$ cat src/rtl/rrs_pkg.sv
package rrs_pkg;

   typedef enum logic [2:0] {
      ST_IDLE,
      ST_ASSERT,
      ST_CORE,
      ST_POST,
      ST_POLL,
      ST_UP,
      ST_FAIL
   } seq_state_t;

   function automatic int unsigned max3(input int unsigned a, input int unsigned b,
                                        input int unsigned c);
      int unsigned m;
      m = (a > b) ? a : b;
      return (m > c) ? m : c;
   endfunction

   function automatic int unsigned bits_for(input int unsigned v);
      return (v < 2) ? 1 : $clog2(v + 1);
   endfunction

   function automatic logic core_released(input seq_state_t s);
      return (s == ST_CORE) || (s == ST_POST) || (s == ST_POLL) ||
             (s == ST_UP) || (s == ST_FAIL);
   endfunction

   function automatic logic ep_released(input seq_state_t s);
      return (s == ST_POST) || (s == ST_POLL) || (s == ST_UP) || (s == ST_FAIL);
   endfunction

endpackage

$ cat src/rtl/rrs_sync.sv
module rrs_sync #(
   parameter int STAGES = 2
) (
   input  logic clk,
   input  logic rst,
   input  logic d,
   output logic q
);
   if (STAGES < 2) begin : g_bad_stages
      $error("rrs_sync: STAGES must be at least 2");
   end

   logic [STAGES-1:0] chain;

   always_ff @(posedge clk) begin
      if (rst) chain[0] <= 1'b0;
      else     chain[0] <= d;
   end

   for (genvar i = 1; i < STAGES; i++) begin : g_stage
      always_ff @(posedge clk) begin
         if (rst) chain[i] <= 1'b0;
         else     chain[i] <= chain[i-1];
      end
   end

   assign q = chain[STAGES-1];

endmodule

$ cat src/rtl/rrs_down.sv
module rrs_down #(
   parameter int W = 8
) (
   input  logic         clk,
   input  logic         rst,
   input  logic         load,
   input  logic [W-1:0] load_val,
   input  logic         dec,
   output logic         zero
);
   if (W < 1) begin : g_bad_w
      $error("rrs_down: W must be at least 1");
   end

   logic [W-1:0] cnt;

   always_ff @(posedge clk) begin
      if (rst)                    cnt <= '0;
      else if (load)              cnt <= load_val;
      else if (dec && cnt != '0)  cnt <= cnt - 1'b1;
   end

   assign zero = (cnt == '0);

   AST_DOWN_FLOOR: assert property (@(posedge clk) disable iff (rst)
      (zero && !load) |=> zero);

   AST_DOWN_STEP: assert property (@(posedge clk) disable iff (rst)
      (!load && dec && !zero) |=> (cnt == $past(cnt) - 1'b1));

endmodule

$ cat src/rtl/rrs_rst_regs.sv
module rrs_rst_regs
   import rrs_pkg::*;
(
   input  logic       clk,
   input  logic       rst,
   input  seq_state_t nxt,
   output logic       tl_rst_n,
   output logic       pipe_rst_n,
   output logic       bus_rst_n,
   output logic       perst_n,
   output logic       done,
   output logic       error
);
   always_ff @(posedge clk) begin
      if (rst) begin
         tl_rst_n   <= 1'b0;
         pipe_rst_n <= 1'b0;
         bus_rst_n  <= 1'b0;
         perst_n    <= 1'b0;
         done       <= 1'b0;
         error      <= 1'b0;
      end else begin
         tl_rst_n   <= core_released(nxt);
         pipe_rst_n <= core_released(nxt);
         bus_rst_n  <= core_released(nxt);
         perst_n    <= ep_released(nxt);
         done       <= (nxt == ST_UP);
         error      <= (nxt == ST_FAIL);
      end
   end

   AST_PERST_LAST: assert property (@(posedge clk) disable iff (rst)
      perst_n |-> (tl_rst_n && pipe_rst_n && bus_rst_n));

   AST_DONE_ERR_EXCL: assert property (@(posedge clk) disable iff (rst)
      !(done && error));

endmodule

$ cat src/rtl/pcie_rp_rst_seq.sv
module pcie_rp_rst_seq
   import rrs_pkg::*;
#(
   parameter int CYC_PER_US    = 125,
   parameter int ASSERT_US     = 1,
   parameter int MIN_RST_US    = 10000,
   parameter int REFCLK_US     = 30,
   parameter int PERST_WAIT_US = 100000,
   parameter int POST_PERST_US = 100000,
   parameter int POLL_US       = 20,
   parameter int TIMEOUT_US    = 50000,
   parameter int SYNC_STAGES   = 2,
   parameter int LTSSM_W       = 6
) (
   input  logic               clk,
   input  logic               rst,
   input  logic               start,
   input  logic               link_up_async,
   input  logic [LTSSM_W-1:0] ltssm_state,
   output logic               tl_rst_n,
   output logic               pipe_rst_n,
   output logic               bus_rst_n,
   output logic               perst_n,
   output logic               done,
   output logic               error,
   output logic [LTSSM_W-1:0] ltssm_capture
);
   localparam int unsigned HOLD_US   = max3(PERST_WAIT_US, MIN_RST_US, REFCLK_US);
   localparam int unsigned A_CYC     = ASSERT_US * CYC_PER_US;
   localparam int unsigned W_CYC     = HOLD_US * CYC_PER_US;
   localparam int unsigned P_CYC     = POST_PERST_US * CYC_PER_US;
   localparam int unsigned I_CYC     = POLL_US * CYC_PER_US;
   localparam int unsigned NPOLL     = TIMEOUT_US / POLL_US;
   localparam int unsigned LONGEST   = max3(A_CYC, W_CYC, max3(P_CYC, I_CYC, 1));
   localparam int          TW        = bits_for(LONGEST);
   localparam int          PW        = bits_for(NPOLL);

   if (CYC_PER_US < 1)          begin : g_bad_cpu   $error("CYC_PER_US must be >= 1");        end
   if (ASSERT_US < 1)           begin : g_bad_asrt  $error("ASSERT_US must be >= 1");         end
   if (POST_PERST_US < 1)       begin : g_bad_post  $error("POST_PERST_US must be >= 1");     end
   if (POLL_US < 1)             begin : g_bad_poll  $error("POLL_US must be >= 1");           end
   if (TIMEOUT_US < POLL_US)    begin : g_bad_tmo   $error("TIMEOUT_US must be >= POLL_US");  end
   if (LTSSM_W < 1)             begin : g_bad_lw    $error("LTSSM_W must be >= 1");           end

   seq_state_t     state, nxt;
   logic           link_s;
   logic           t_load, t_zero;
   logic [TW-1:0]  t_val;
   logic           p_load, p_dec, p_zero;
   logic           cap_clr, cap_take;

   rrs_sync #(.STAGES(SYNC_STAGES)) u_sync (
      .clk (clk),
      .rst (rst),
      .d   (link_up_async),
      .q   (link_s)
   );

   rrs_down #(.W(TW)) u_timer (
      .clk      (clk),
      .rst      (rst),
      .load     (t_load),
      .load_val (t_val),
      .dec      (1'b1),
      .zero     (t_zero)
   );

   rrs_down #(.W(PW)) u_polls (
      .clk      (clk),
      .rst      (rst),
      .load     (p_load),
      .load_val (PW'(NPOLL - 1)),
      .dec      (p_dec),
      .zero     (p_zero)
   );

   always_comb begin
      nxt      = state;
      t_load   = 1'b0;
      t_val    = '0;
      p_load   = 1'b0;
      p_dec    = 1'b0;
      cap_clr  = 1'b0;
      cap_take = 1'b0;
      unique case (state)
         ST_IDLE, ST_UP, ST_FAIL: begin
            if (start) begin
               nxt     = ST_ASSERT;
               t_load  = 1'b1;
               t_val   = TW'(A_CYC - 1);
               cap_clr = 1'b1;
            end
         end
         ST_ASSERT: begin
            if (t_zero) begin
               nxt    = ST_CORE;
               t_load = 1'b1;
               t_val  = TW'(W_CYC - 1);
            end
         end
         ST_CORE: begin
            if (t_zero) begin
               nxt    = ST_POST;
               t_load = 1'b1;
               t_val  = TW'(P_CYC - 1);
            end
         end
         ST_POST: begin
            if (t_zero) begin
               nxt    = ST_POLL;
               t_load = 1'b1;
               t_val  = TW'(I_CYC - 1);
               p_load = 1'b1;
            end
         end
         ST_POLL: begin
            if (t_zero) begin
               if (link_s) begin
                  nxt = ST_UP;
               end else if (p_zero) begin
                  nxt      = ST_FAIL;
                  cap_take = 1'b1;
               end else begin
                  t_load = 1'b1;
                  t_val  = TW'(I_CYC - 1);
                  p_dec  = 1'b1;
               end
            end
         end
         default: nxt = ST_IDLE;
      endcase
   end

   always_ff @(posedge clk) begin
      if (rst) state <= ST_IDLE;
      else     state <= nxt;
   end

   always_ff @(posedge clk) begin
      if (rst || cap_clr) ltssm_capture <= '0;
      else if (cap_take)  ltssm_capture <= ltssm_state;
   end

   rrs_rst_regs u_regs (
      .clk        (clk),
      .rst        (rst),
      .nxt        (nxt),
      .tl_rst_n   (tl_rst_n),
      .pipe_rst_n (pipe_rst_n),
      .bus_rst_n  (bus_rst_n),
      .perst_n    (perst_n),
      .done       (done),
      .error      (error)
   );

   AST_CORE_REL_EDGE: assert property (@(posedge clk) disable iff (rst)
      $rose(tl_rst_n) |-> ($past(state) == ST_ASSERT && $past(t_zero)));

   AST_PERST_REL_EDGE: assert property (@(posedge clk) disable iff (rst)
      $rose(perst_n) |-> ($past(state) == ST_CORE && $past(t_zero)));

   AST_DONE_HOLD: assert property (@(posedge clk) disable iff (rst)
      (done && !start) |=> done);

   AST_ERR_CAPTURE: assert property (@(posedge clk) disable iff (rst)
      $rose(error) |-> (ltssm_capture == $past(ltssm_state)));

   AST_START_IGNORED: assert property (@(posedge clk) disable iff (rst)
      (state == ST_CORE && start && !t_zero) |=> (state == ST_CORE && perst_n == 1'b0));

endmodule

$ cat config.mk
export PLATFORM = sky130hd
export DESIGN_NAME = pcie_rp_rst_seq
export DESIGN_NICKNAME = d
export VERILOG_FILES = /design/src/rtl/rrs_pkg.sv /design/src/rtl/rrs_sync.sv /design/src/rtl/rrs_down.sv /design/src/rtl/rrs_rst_regs.sv /design/src/rtl/pcie_rp_rst_seq.sv
export SDC_FILE = /design/constraint.sdc
export NUM_CORES = 1
export LEC_CHECK = 0
export BUFFER_PORTS_ARGS = -buffer_cell sky130_fd_sc_hd__buf_4
export CAP_MARGIN = 20
export CORE_ASPECT_RATIO = 1.25
export CORE_UTILIZATION = 53
export CTS_BUF_LIST = sky130_fd_sc_hd__clkbuf_16
export CTS_CLUSTER_SIZE = 16
export DETAILED_ROUTE_END_ITERATION = 7
export PLACE_DENSITY_LB_ADDON = 0.15
export REMOVE_ABC_BUFFERS = 1
export SLEW_MARGIN = 20
export SYNTH_ARGS = -nofsm -noshare
export SYNTH_HDL_FRONTEND = slang
export SYNTH_SLANG_ARGS = --single-unit
$ cat constraint.sdc
create_clock -name clk -period 3.55 [get_ports clk]
set_clock_uncertainty 0.2 [all_clocks]
set_input_delay 0.71 -clock clk [delete_from_list [all_inputs] [get_ports clk]]
set_output_delay 0.71 -clock clk [all_outputs]
set_load 0.02 [all_outputs]
* Yosys cells after proc, flatten, opt, wreduce, memory -nomap -nowiden
Cells that the tools add are included.
** Cells by class
- Add/sub/neg operators :: 2
- Equality and inequality tests :: 11
- Muxes and demuxes :: 32
- Reductions and logical operators :: 20
** Operators with widths (number)
- $pmux W24 S4 :: 1
- $mux W12 :: 6
- $mux W24 :: 3
- $logic_not A24 Y1 :: 1
- $reduce_bool A24 Y1 :: 1
- $sub A24 B1 Y24 const B :: 1
- $mux W3 :: 7
- $eq A3 B3 Y1 const B :: 6
- $pmux W3 S5 :: 1
- $eq A3 B2 Y1 const B :: 4
- $logic_not A12 Y1 :: 1
- $mux W1 :: 12
- $reduce_bool A12 Y1 :: 1
- $sub A12 B1 Y12 const B :: 1
- $logic_or A1 B1 Y1 :: 8
- $mux W7 :: 1
- $reduce_or A3 Y1 :: 2
- $reduce_bool A2 Y1 :: 2
- $reduce_or A2 Y1 :: 2
- $eq A3 B1 Y1 const B :: 1
- $logic_not A3 Y1 :: 1
- $pmux W1 S3 :: 1
- $logic_and A1 B1 Y1 :: 1
** Word-level totals
- Register bits after elaboration :: 51
- Output and inout port bits :: 12
- Word-level logic and storage cells :: 76

* Longest topological paths before layout
- Depth after elaboration :: 10
- Depth in mapped cells :: 9
- Mapped depth without buffers :: 8

* By module
From an unflattened synthesis, not the netlist that was laid out.
** Unflattened totals
- Cell total of the unflattened synthesis :: 371
- Area total of the unflattened synthesis :: 3103.0 sq um
** By module, submodules not included
- rrs_down (u_timer) :: instances 1, cells an instance 180, area each 1559.0 sq um, seq. area each 480.5 sq um
- rrs_down (u_polls) :: instances 1, cells an instance 90, area each 753.2 sq um, seq. area each 240.2 sq um
- pcie_rp_rst_seq :: instances 1, cells an instance 83, area each 578.1 sq um, seq. area each 180.2 sq um
- rrs_rst_regs :: instances 1, cells an instance 14, area each 160.2 sq um, seq. area each 80.1 sq um
- rrs_sync :: instances 1, cells an instance 4, area each 52.6 sq um, seq. area each 40.0 sq um

* Worst setup path after synthesis
No wires, ideal clock.
- Path type :: flip-flop to flip-flop
- Start point :: register u_timer.cnt[0]
- End point :: register ltssm_capture[0]
- Library setup time :: 0.128 ns
- Arrival :: 2.274 ns
- Required time :: 3.222 ns
- Slack :: 0.948 ns
- Stages on the path, launching flop included :: 10
- Period minus slack after synthesis :: 2.602 ns
- Path through :: dfxtp_1 inv_1 ha_1 or3b_2 or4_4 nor3_2 and3_1 buf_6 mux2i_1 nor2_1
** On the way
- Cells in the longest elaborated chain, start to end :: 3
** Ends and longest elaborated chain
- start, declared :: line rrs_down.sv:15 : logic [W-1:0] cnt;
- start signal, assigned :: line rrs_down.sv:19 : else if (load) cnt <= load_val;
- start signal, assigned :: line rrs_down.sv:20 : else if (dec && cnt != '0) cnt <= cnt - 1'b1;
- $logic_not A24 Y1 :: line rrs_down.sv:23 : assign zero = (cnt == '0);
- $mux W1 :: line pcie_rp_rst_seq.sv:117 : if (t_zero) begin
- $mux W1 :: line pcie_rp_rst_seq.sv:85 : unique case (state)
- end signal, assigned :: line pcie_rp_rst_seq.sv:141 : else if (cap_take) ltssm_capture <= ltssm_state;
- end, declared :: line pcie_rp_rst_seq.sv:26 : output logic [LTSSM_W-1:0] ltssm_capture
Every way passes these cells.
A chain may end at the register's enable or synchronous reset.

* Worst setup path after layout
- Start point :: register u_timer.cnt[0]
- End point :: register ltssm_capture[4]
The elaborated chain is that of the path after synthesis.

==> results by group <==
Yosys
  • Synth Cell Area: 2586 um^2
  • Post-synth ARST share: 0
  • Post-synth top area share: 0.3948
  • Most numerous cell in the Yosys netlist: dfxtp_1
  • Synth Flop Type: dfxtp_1
  • Post-Syn Instances: 308
  • Area leader, netlist: dfxtp_1
  • Ys Warns: 0
  • Average instance area after synthesis: roughly 8.4 um^2
  • Largest cells by area after synthesis: dfxtp_1, a21oi_1, nor2_1, xor2_1, xnor2_1
  • Synth cell count leaders: dfxtp_1, nor2_1, a21oi_1
  • Synth unique cells: slightly below 50
  • FF+latch count, synth: just over 50
  • Post-synthesis sequential area ratio: 0.3948
  • Number of flops mapped to enable cells by yosys: 0

Route
  • Routed len/inst: 14.41 um
  • Drt initial violations: 99
  • Drt pass-1 iters: 4
  • Via/cell ratio: 5.659
  • Routed WL: around 5600 um
  • Via count: 2190
  • Antenna-violating nets left: 0
  • Drc violations: 0

Layout
  • Multi-input logic area: between 1000 and 1500 um^2
  • Nets: ~340
  • Post-route insts no fill: 387
  • Layout fillers: about 430
  • Flip-flop and latch area: between 1000 and 1500 um^2
  • Share of layout cells above drive strength 1: 0.1437
  • Cell area after layout: roughly 2900 um^2
  • Area delta synth->final: 13.88%
  • Antenna cells: 0

Placement
  • DP Area: 2786 um^2
  • HPWL after DPL: roughly 4000 um
  • GPL Wtd Cong: roughly 0.82
  • IO Port Bufs: 21
  • # placed instances: 380

Critical path
  • Worst setup path class: reg2reg
  • Critical path's slowest cell: or4_4
  • Startpoint Class: flip-flop
  • Critical path depth: 8
  • Critical Path AT: 3000 ps
  • CP max stage delay: roughly 540 ps
  • Worst reg2reg path depth: 8
  • Critical path's top delay family: simple AND/OR/NAND/NOR gates
  • CP max FO: 6
  • Critical Path, Cell by Cell: inv_1 > ha_1 > or3b_2 > or4_4 > nor3_2 > and3_1 > mux2i_1 > nor2_1
  • Worst path buffer plus inverter count: 1
  • Crit end category: flip-flop
  • Req. time, crit path: roughly 3500 ps

Die
  • Die H: between 80 and 90 um
  • I/O pin count: 22
  • Die ar.: between 5000 and 6000 um^2
  • Core area: around 4700 um^2
  • Initial Util: 0.5468
  • Die width: approximately 64 um
  • Site Rows: 28

CTS
  • CTS tree: done
  • Setup repair bufs after CTS: 0
  • Clock sinks: slightly above 50
  • Cts bufs inserted: 5
  • Clock buffer depth: 2
  • Hold buffer count at cts: 0
  • Insertion delay to the later sink of the worst-skew pair: 280 ps
  • CTS root buffer: clkbuf_16
  • CTS resizes: 0
  • CTS H-Tree Depth: 2
  • Worst-path clk slew: roughly 60 ps

Pwr
  • Leakage power total: ~1.2 nW
  • Sw frac: 0.3904
  • Combinational Power Share: 0.425
  • Sequential cell fraction of total power: 0.349
  • Pint: between 0.001 and 0.0015 W
  • Net Sw Power: approximately 0.00090 W
  • VDD IR max: between 400 and 500 uV
  • PwrDens: around 800 nW/um^2
  • Clock share of power: 0.225
  • Pwr Total: 0.002297 W

Global routing
  • Gr usage total: 0.2343
  • Initial antenna violation count: 0
  • Vias in the first global route: 2051
  • GRT overflow: 0
  • Largest net degree at the start of global routing: 25
  • First-pass GRT wire length: approximately 9400 um

STA
  • Final period utilization: 0.8565
  • Hold_ws: ~260 ps
  • RSZ-0062 raised after global routing: false
  • Slew Limit Fails: 0
  • Worst slew pin tran: roughly 700 ps
  • Hold Vio Cnt, Final: 0
  • Setup_tns: 0 ps
  • Max Freq: 328.9 MHz
  • # setup viols final: 0
  • Crit path time final: a little over 3000 ps
  • Slew margin rel.: 0.5310

Job
  • Max Cap Viol: 0

Worst hold path
  • Hold WC Path Type: reg2reg
  • Worst hold stages: 1

Run status
  • Run status: finished, final reports clean
path summary, 6_finish.rpt:
| kind | start | endpoint | slack, ps |
|---|---|---|---|
| setup / recovery | u_timer.cnt[0] | ltssm_capture[4] | 510 |
| hold / removal | u_sync.chain[0] | u_sync.q | 260 |
| setup reg to reg | u_timer.cnt[0] | ltssm_capture[4] | 510 |
| hold reg to reg | u_sync.chain[0] | u_sync.q | 260 |
cell usage in the layout, fill, tap and decap left out, types with 6 or more instances in the layout:
| master | synthesis | routed |
|---|---|---|
| dfxtp_1 | 51 | 51 |
| buf_4 | 2 | 26 |
| inv_1 | 8 | 9 |
| xnor2_1 | 13 | 13 |
| nor2_1 | 35 | 35 |
| nor3_1 | 14 | 14 |
| or3_1 | 7 | 7 |
| nor4_1 | 6 | 6 |
| nand2_1 | 29 | 29 |
| mux2i_1 | 6 | 6 |
| xor2_1 | 14 | 14 |
| nand3_1 | 9 | 9 |
| a21oi_1 | 32 | 32 |
| nand2b_1 | 6 | 6 |
metal layers:
metal,part of all wire,track usage,vias up
met3,0.033,0.04688,6
li1,-,-,1131
met4,0.013,0.08889,0
met2,0.51,0.3979,41
met1,0.45,0.2894,1012
met5,0,0,-
power by group through the flow:
stage	combinational [W]	sequential [W]	clock (W)
after floorplan	0.000717	0.000808	0
after global placement	0.000958	0.000807	0
after detailed placement	0.000963	0.000811	0
after CTS	0.000972	0.000801	0.000531
after global routing	0.00109	0.000820	0.000559
final	0.000977	0.000803	0.000518
stage by stage:
stage	utilization	setup WS (ps)
6_report	0.6228	509.6
5_1_grt	0.6228	385.9
4_1_cts	0.6228	509.2
3_5_place_dp	0.5892	534.6
3_3_place_gp	0.5892	562.7
2_1_floorplan	-	869.5
kinds of logic (layout without fill, tap and decap cells):
kind of cell,after synthesis,count (layout),share of synthesized area
AO/OA/AOI/OAI,57,57,0.1282
AND/OR/NAND/NOR,143,143,0.3140
adder cells (fa/ha/maj),2,2,0.009674
XOR/XNOR,27,27,0.09144
buffers and inverters,22,41,0.03870
multiplexers,6,6,0.02322
flip-flops,51,51,0.3948
layout make-up:
class                      count  share of cell area
timing repair buffer          26             0.06627
clock inverter                 2             0.01147
multi-input combinational    235              0.4975
clock buffer                   5             0.04248
sequential                    51              0.3466
tap                           60             0.02549
inverter                       8             0.01020
flip-flops by register name (all words and copies together) (netlist names):
register / flops
u_timer.cnt: 24
u_polls.cnt: 12
ltssm_capture: 6
state: 3
u_regs.done: 1
u_regs.error: 1
u_regs.perst_n: 1
u_regs.tl_rst_n: 1
u_sync.chain: 1
u_sync.q: 1
worst register-to-register path: stages (launching register included):
cell,delay (ps)
dfxtp_1,330
inv_1,80
ha_1,200
or3b_2,510
or4_4,540
nor3_2,300
and3_1,450
mux2i_1,250
nor2_1,50
No activity file was read; power rests on OpenSTA's default activity.
